**config.mk**
```make
export PLATFORM = sky130hd
export DESIGN_NAME = irq_cause_hub
export DESIGN_NICKNAME = d
export VERILOG_FILES = /design/src/rtl/icc_pkg.sv /design/src/rtl/icc_decode.sv /design/src/rtl/icc_regs.sv /design/src/rtl/icc_prio.sv /design/src/rtl/irq_cause_hub.sv
export SDC_FILE = /design/constraint.sdc
export NUM_CORES = 1
export LEC_CHECK = 0
export ABC_AREA = 1
export BUFFER_PORTS_ARGS = -buffer_cell sky130_fd_sc_hd__buf_2
export CAP_MARGIN = 5
export CORE_ASPECT_RATIO = 0.75
export CORE_MARGIN = 2
export CORE_UTILIZATION = 40
export CTS_BUF_LIST = sky130_fd_sc_hd__clkbuf_8
export CTS_CLUSTER_DIAMETER = 80
export CTS_CLUSTER_SIZE = 40
export DETAILED_ROUTE_END_ITERATION = 8
export PLACE_DENSITY = 0.68
export SYNTH_ARGS = -nofsm -noshare
export SYNTH_HDL_FRONTEND = slang
export SYNTH_HIERARCHICAL = 1
export SYNTH_SLANG_ARGS = --single-unit
```
**constraint.sdc**
```tcl
create_clock -name clk -period 2.3 [get_ports clk]
set_input_delay 0.23 -clock clk [delete_from_list [all_inputs] [get_ports clk]]
set_output_delay 0.23 -clock clk [all_outputs]
set_load 0.03 [all_outputs]
```
**src/rtl/icc_pkg.sv**
```systemverilog
package icc_pkg;
   parameter int ICC_OFF_CAUSE = 0;
   parameter int ICC_OFF_MASK  = 4;

   typedef enum logic [1:0] {
      SEL_NONE  = 2'd0,
      SEL_CAUSE = 2'd1,
      SEL_MASK  = 2'd2
   } icc_sel_e;
endpackage

```
**src/rtl/icc_decode.sv**
```systemverilog
module icc_decode
   import icc_pkg::*;
#(
   parameter int NUM_LINES = 32,
   parameter int DATA_W    = 32,
   parameter int ADDR_W    = 4
) (
   input  logic [ADDR_W-1:0]    addr,
   input  logic                 wr_en,
   input  logic [DATA_W-1:0]    wr_data,
   input  logic [NUM_LINES-1:0] cause_q,
   input  logic [NUM_LINES-1:0] mask_q,
   output logic [NUM_LINES-1:0] clr_vec,
   output logic                 mask_we,
   output logic [DATA_W-1:0]    rd_data
);
   icc_sel_e sel;

   always_comb begin
      if (addr == ADDR_W'(ICC_OFF_CAUSE))     sel = SEL_CAUSE;
      else if (addr == ADDR_W'(ICC_OFF_MASK)) sel = SEL_MASK;
      else                                    sel = SEL_NONE;
   end

   // acknowledge vector: ones in the write word clear cause bits
   assign clr_vec = (wr_en && sel == SEL_CAUSE) ? wr_data[NUM_LINES-1:0] : '0;
   assign mask_we = wr_en && (sel == SEL_MASK);

   always_comb begin
      unique case (sel)
         SEL_CAUSE: rd_data = DATA_W'(cause_q);
         SEL_MASK:  rd_data = DATA_W'(mask_q);
         default:   rd_data = '0;
      endcase
   end
endmodule

```
**src/rtl/icc_regs.sv**
```systemverilog
module icc_regs #(
   parameter int NUM_LINES = 32
) (
   input  logic                 clk,
   input  logic                 rst_n,
   input  logic [NUM_LINES-1:0] src_level,
   input  logic [NUM_LINES-1:0] clr_vec,
   input  logic                 mask_we,
   input  logic [NUM_LINES-1:0] mask_wd,
   output logic [NUM_LINES-1:0] cause_q,
   output logic [NUM_LINES-1:0] mask_q
);
   // per-line cause flop: a set from the source beats an acknowledge
   for (genvar i = 0; i < NUM_LINES; i++) begin : g_line
      always_ff @(posedge clk) begin
         if (!rst_n)            cause_q[i] <= 1'b0;
         else if (src_level[i]) cause_q[i] <= 1'b1;
         else if (clr_vec[i])   cause_q[i] <= 1'b0;
      end
   end

   always_ff @(posedge clk) begin
      if (!rst_n)       mask_q <= '0;
      else if (mask_we) mask_q <= mask_wd;
   end
endmodule

```
**src/rtl/icc_prio.sv**
```systemverilog
module icc_prio #(
   parameter int NUM_LINES = 32,
   parameter int IDX_W     = 5
) (
   input  logic [NUM_LINES-1:0] pend,
   output logic [IDX_W-1:0]     idx,
   output logic                 valid
);
   // scan from the top so the lowest set bit is written last and wins
   always_comb begin
      idx = '0;
      for (int i = NUM_LINES - 1; i >= 0; i--) begin
         if (pend[i]) idx = IDX_W'(i);
      end
   end

   assign valid = |pend;
endmodule

```
**src/rtl/irq_cause_hub.sv**
```systemverilog
module irq_cause_hub #(
   parameter int NUM_LINES = 32,
   parameter int DATA_W    = 32,
   parameter int ADDR_W    = 4,
   parameter bit OUT_REG   = 1'b1,
   localparam int IDX_W    = (NUM_LINES > 1) ? $clog2(NUM_LINES) : 1
) (
   input  logic                 clk,
   input  logic                 rst_n,
   input  logic [NUM_LINES-1:0] src_level,
   input  logic                 wr_en,
   input  logic [ADDR_W-1:0]    addr,
   input  logic [DATA_W-1:0]    wr_data,
   output logic [DATA_W-1:0]    rd_data,
   output logic                 irq_out,
   output logic [IDX_W-1:0]     pend_idx,
   output logic                 pend_valid
);
   if (NUM_LINES < 1 || NUM_LINES > DATA_W) begin : g_bad_lines
      $error("irq_cause_hub: NUM_LINES must lie in 1..DATA_W");
   end
   if (ADDR_W < 3) begin : g_bad_addr
      $error("irq_cause_hub: ADDR_W too small to reach offset 4");
   end

   logic [NUM_LINES-1:0] cause_q;
   logic [NUM_LINES-1:0] mask_q;
   logic [NUM_LINES-1:0] clr_vec;
   logic                 mask_we;
   logic [NUM_LINES-1:0] pend;

   icc_decode #(.NUM_LINES(NUM_LINES), .DATA_W(DATA_W), .ADDR_W(ADDR_W)) u_dec (
      .addr    (addr),
      .wr_en   (wr_en),
      .wr_data (wr_data),
      .cause_q (cause_q),
      .mask_q  (mask_q),
      .clr_vec (clr_vec),
      .mask_we (mask_we),
      .rd_data (rd_data)
   );

   icc_regs #(.NUM_LINES(NUM_LINES)) u_regs (
      .clk       (clk),
      .rst_n     (rst_n),
      .src_level (src_level),
      .clr_vec   (clr_vec),
      .mask_we   (mask_we),
      .mask_wd   (wr_data[NUM_LINES-1:0]),
      .cause_q   (cause_q),
      .mask_q    (mask_q)
   );

   assign pend = cause_q & mask_q;

   icc_prio #(.NUM_LINES(NUM_LINES), .IDX_W(IDX_W)) u_prio (
      .pend  (pend),
      .idx   (pend_idx),
      .valid (pend_valid)
   );

   if (OUT_REG) begin : g_out_reg
      logic irq_q;
      always_ff @(posedge clk) begin
         if (!rst_n) irq_q <= 1'b0;
         else        irq_q <= |pend;
      end
      assign irq_out = irq_q;
   end else begin : g_out_comb
      assign irq_out = |pend;
   end
endmodule

```
* Yosys cells after proc, flatten, opt, wreduce, memory -nomap -nowiden
Index checks and enable logic that the tools add are counted.
** Word-level totals
- Input port bits :: 71
- Output and inout port bits :: 39
- Logic and storage cells :: 174
- Register bits :: 65
** Cells by class
- Reduce and logical (&&, ||, !) cells :: 36
- Bitwise operators :: 1
- Muxes and demuxes :: 100
- Equal/unequal tests :: 3
** Operators with widths (number)
- 5-bit two-way mux :: 32
- 1-bit two-way mux :: 64
- 32-bit one-hot mux with 2 select lines :: 1
- 2-bit nonzero test :: 32
- 32-bit bitwise AND :: 1
- 32-bit two-way mux :: 1
- 32-bit OR reduction :: 1
- 4-bit by 3-bit equality test with 1-bit output, second input constant :: 1
- 4-bit logical NOT :: 1
- 2-bit two-way mux :: 2
- 2-bit by 1-bit equality test with 1-bit output, second input constant :: 1
- 2-bit equality test, second input constant :: 1
- 1-bit logical AND :: 2

* Depth between registers and ports, before layout
- Depth in word-level cells :: 33
- Gate-level depth with buffers :: 33
- Gate-level depth less buffers :: 33

* Modules after synthesis
The synthesis kept the hierarchy.
** Modules (own cells, without submodules)
- icc_regs :: instances 1, sequential area each 1281.2 sq um, cells an instance 302, area each 2317.2 sq um
- icc_decode :: instances 1, sequential area each 0.0 sq um, cells an instance 184, area each 862.1 sq um
- icc_prio :: instances 1, sequential area each 0.0 sq um, cells an instance 107, area each 470.5 sq um
- irq_cause_hub :: instances 1, sequential area each 20.0 sq um, cells an instance 97, area each 381.6 sq um

* Worst setup path before layout
No wires, ideal clock.
- Path kind :: register to output
- Start point :: reg u_regs.cause_q[29]
- End point :: out pend_idx[0]
- Required time :: 2070 ps
- Arrival :: 2004 ps
- Setup slack :: 66 ps
- Cell stages (with the launch flop) :: 33
- Path buffers :: 0
- Cells stage by stage :: dfxtp_1 nand2_1 inv_1 inv_2 nand2_1 nand2_1 nand2_1 nand2_1 nand2_1 nand2_1 nand2_1 nand2_1 nand2_1 nand2_1 nand2_1 nand2_1 nand2_1 nand2_1 nand2_1 nand2_1 nand2_1 nand2_1 nand2_1 nand2_1 nand2_1 nand2_1 nand2_1 nand2_1 nand2_1 nand2_1 nand2_1 nand2_1 a21oi_2
** Between the ends
- Longest elaborated chain between the ends :: 31
** RTL lines
- start, declared :: line icc_regs.sv:10 : output logic [NUM_LINES-1:0] cause_q,
- start signal, assigned by index :: line icc_regs.sv:16 : if (!rst_n) cause_q[i] <= 1'b0;
- start signal, assigned by index :: line icc_regs.sv:17 : else if (src_level[i]) cause_q[i] <= 1'b1;
- start signal, assigned by index :: line icc_regs.sv:18 : else if (clr_vec[i]) cause_q[i] <= 1'b0;
- 32-bit bitwise AND :: line irq_cause_hub.sv:54 : assign pend = cause_q & mask_q;
- named net pend[29] :: line irq_cause_hub.sv:30 : logic [NUM_LINES-1:0] pend;
- 5-bit two-way mux (30 in series) :: line icc_prio.sv:13 : if (pend[i]) idx = IDX_W'(i);
- end, declared :: line irq_cause_hub.sv:16 : output logic [IDX_W-1:0] pend_idx,
The timed path passes the listed nets, and every way through them passes these cells.

* Worst setup path after layout
- Start point :: reg u_regs.mask_q[30]
- End point :: out pend_idx[0]
** Between the ends
- Longest elaborated chain between the ends :: 32
** RTL lines
- start, declared :: line icc_regs.sv:11 : output logic [NUM_LINES-1:0] mask_q
- start signal, assigned :: line icc_regs.sv:24 : else if (mask_we) mask_q <= mask_wd;
- 32-bit bitwise AND :: line irq_cause_hub.sv:54
- named net pend[30] :: line irq_cause_hub.sv:30
- 5-bit two-way mux (31 in series) :: line icc_prio.sv:13
The timed path passes the listed nets, and every way through them passes these cells.

==> impl_metrics.py <==
metrics = {
    "logic_synthesis": {
        "avgSynthCellArea_um2": 5.84,
        "async_flop_share_pct": 0,
        "synth_cell_types": 25,
        "synth_top_area_cell": "dfxtp_1",
        "synthesis.area_um2": 4030,
        "synthFlopType": "dfxtp_1",
        "yosys_register_bits": 65,
        "ys_warn_count": 6,
        "synth_edf_count": 0,
        "yosysSeqAreaShare_pct": 32.3,
        "ys_top_cells_by_area": "dfxtp_1 32%, nand2_1 15%, inv_1 15%",
        "synthCells": 690,
        "synth_fp_nets": 761,
        "synth_top_area_share_pct": 32.3,
    },
    "clock_tree": {
        "clockBufferDepth": 2,
        "root_buffer": "clkbuf_8",
        "cts_max_level": 3,
        "clk_latency_ns": 0.35,
        "cts_buffers": 9,
        "cts_sinks": 65,
        "cts_tree": "yes",
        "cts.clk_slew.worst_paths_ns": 0.07,
        "cts_hold_buffers": 0,
    },
    "sta": {
        "fin_ws_ns": -0.399,
        "hold_ws_ns": 0.110,
        "fin_crit_ns": 2.70,
        "finalSetupViolCount": 2,
        "report.final.slew_viol_count": 0,
        "hold_viol": 0,
        "rsz0062_at_grt": "true",
        "setup_tns_ns": -0.677,
        "fmax_mhz": 371,
        "fin_crit_sh_pct": 117,
        "relSlewSlack_pct": 55.8,
        "worst_slew_pin_slew_ns": 0.662,
        "fin_skew_ns": 0.00917,
    },
    "critical_path": {
        "cp.arrival_ns": 2.47,
        "worstSetupEndpoint": "pend_idx[0]",
        "cp_max_fo": 2,
        "end_kind": "output pin",
        "start_kind": "register",
        "regToRegEndpoint": "irq_out$_SDFF_PN0_",
        "path_common_cell": "nand2_1",
        "worstSetupPathType": "register to output pin",
        "crit_start": "u_regs/mask_q[30]$_SDFFE_PN0P_",
        "required_ns": 2.07,
        "slowest_delay_ns": 0.32,
        "rrSetupSlack_ns": 1.32,
        "r2r-start": "u_regs/mask_q[30]$_SDFFE_PN0P_",
        "crit_slowest_cell": "dfxtp_1",
        "worstRegToRegCells": 7,
    },
    "floorplanning": {
        "fp.coreArea_um2": 9740,
        "die_w_um": 120,
        "die_y_um": 90.9,
        "num_rows": 31,
        "die_area_um2": 10900,
        "initial_core_util_pct": 41.4,
        "io_pins": 110,
    },
    "place": {
        "port_buffers": 109,
        "place_congestion": 0.816,
        "pre_cts_slack_ns": -0.0880,
        "hpwlAfterDp_um": 8030,
    },
    "routing": {
        "drt_first_pass_iters": 4,
        "first_iter_violations": 255,
        "viasPerCell": 4.57,
        "drc_errors": 0,
        "via_count": 4346,
        "wl_per_cell_um": 11.7,
        "drt-total-wl_um": 11100,
        "drt.antenna.violating_nets": 0,
    },
    "pwr": {
        "ir_drop_v": 0.000415,
        "leakagePower_nw": 3.19,
        "p_per_area_nw_per_um2": 516,
    },
    "grt": {
        "grt_start_max_net_pins": 34,
        "grt_use_total_pct": 21.8,
        "antenna_found_initial": 0,
        "globalRouteOverflowTotal": 0,
        "grt_pass1_vias": 4171,
        "grt_first_pass_wirelength_um": 19000,
    },
    "final_layout": {
        "fillers": 988,
        "antenna_cells": 0,
        "drive_above_1_share_pct": 22.6,
        "area_growth_pct": 25.0,
        "layout.nets": 885,
    },
    "status": {
        "violations": "setup timing",
        "status": "finished, violations left",
    },
    "job": {
        "cap_violations": 0,
    },
    "min_path": {
        "hold_path_class": "input port to register",
    },
}
## cell type report
cell class                 count  area (um2)  area share [%]
multi-input combinational    431        1910            37.8
sequential                    65        1310            25.9
clock buffer                  10         138            2.73
clock inverter                 6        51.3            1.02
inverter                     166         651            12.9
tap                          132         165            3.28
timing repair buffer         141         822            16.3
## sequential cells by signal, summed over array words and instances (netlist names)
name and count:
u_regs/mask_q 32, u_regs/cause_q 32, irq_out 1
## timing repair
item	CTS	global route
endpoints found under the setup margin	4	5
hold endpoints to repair	0	0
buffers inserted	3	2
gates resized for setup	15	7
pin swaps	2	7
## synthesized netlist by cell type, types with 6 or more instances
cell       n
o21ai_1   12
buf_2     11
inv_2      6
dfxtp_1   65
inv_1    158
nand3_1   66
buf_4      7
o21ai_0   21
nand2_1  160
buf_6      9
a21oi_1   35
nor2_1   122
## critical path: cells and delay by family, from the launching register on
family                 cells  cell delay (ns)
AND/OR/NAND/NOR           30             1.43
flip-flops                 1             0.32
buffers and inverters      3             0.21
AO/OA/AOI/OAI              1             0.14
## cells in the final DEF, fill, tap and decap left out, types with 2 or more instances in the layout
master / count
buf_2: 106
dfxtp_1: 61
o21ai_1: 12
nor3_2: 2
nand2_2: 3
bufinv_8: 2
nand2_1: 157
a21oi_2: 2
clkinv_2: 2
a21oi_1: 34
nor2_4: 3
nand3_1: 66
inv_2: 10
inv_1: 157
buf_12: 2
clkbuf_8: 10
buf_4: 32
o21ai_0: 21
dfxtp_2: 4
nor2_1: 121
## worst min path at each step
stage	depth (start not counted)	from	slack [ns]	end
4_1_cts	3	src_level[2]	0.09	u_regs/cause_q[2]$_SDFFE_PN0P_
6_report	3	src_level[5]	0.11	u_regs/cause_q[5]$_SDFFE_PN0P_
3_3_place_gp	2	u_regs/cause_q[26]$_SDFFE_PN0P_	0.47	u_regs/cause_q[26]$_SDFFE_PN0P_
2_1_floorplan	2	rst_n	0.34	irq_out$_SDFF_PN0_
5_1_grt	3	src_level[13]	0.09	u_regs/cause_q[13]$_SDFFE_PN0P_
3_5_place_dp	2	u_regs/cause_q[26]$_SDFFE_PN0P_	0.47	u_regs/cause_q[26]$_SDFFE_PN0P_
## per-stage QoR
step                      total power, W  util (%)  cell area [um2]  instances
after floorplan                  0.00149         -             4030        690
after global placement           0.00165      48.8             4750        930
after detailed placement         0.00166      48.8             4750        930
after CTS                        0.00262      51.3             4990        949
after global routing             0.00275      51.8             5040        951
final                            0.00260      51.8             5040        951
## routing by layer
metal | part of all wire, % | global-route usage (%) | routed length (um)
met5 | 0 | 0 | 0
met4 | 1.6 | 6.57 | 176
met3 | 8.1 | 6.53 | 908
met2 | 42 | 33.2 | 4690
met1 | 48 | 29.7 | 5370
## logic make-up (layout without fill, tap and decap cells)
| kind of cell | Yosys count | after routing | synth area share [%] |
|---|---|---|---|
| simple gates | 356 | 356 | 36.3 |
| compound gates | 75 | 75 | 9.78 |
| flops | 65 | 65 | 32.3 |
| buf+inv | 194 | 323 | 21.7 |
## power by group
| part | internal [W] | switching, W | total [W] |
|---|---|---|---|
| registers | 0.00118 | 0.0000412 | 0.00122 |
| logic | 0.000168 | 0.000259 | 0.000426 |
| clock network | 0.000515 | 0.000437 | 0.000952 |
Power figures use the tool's default switching activity.
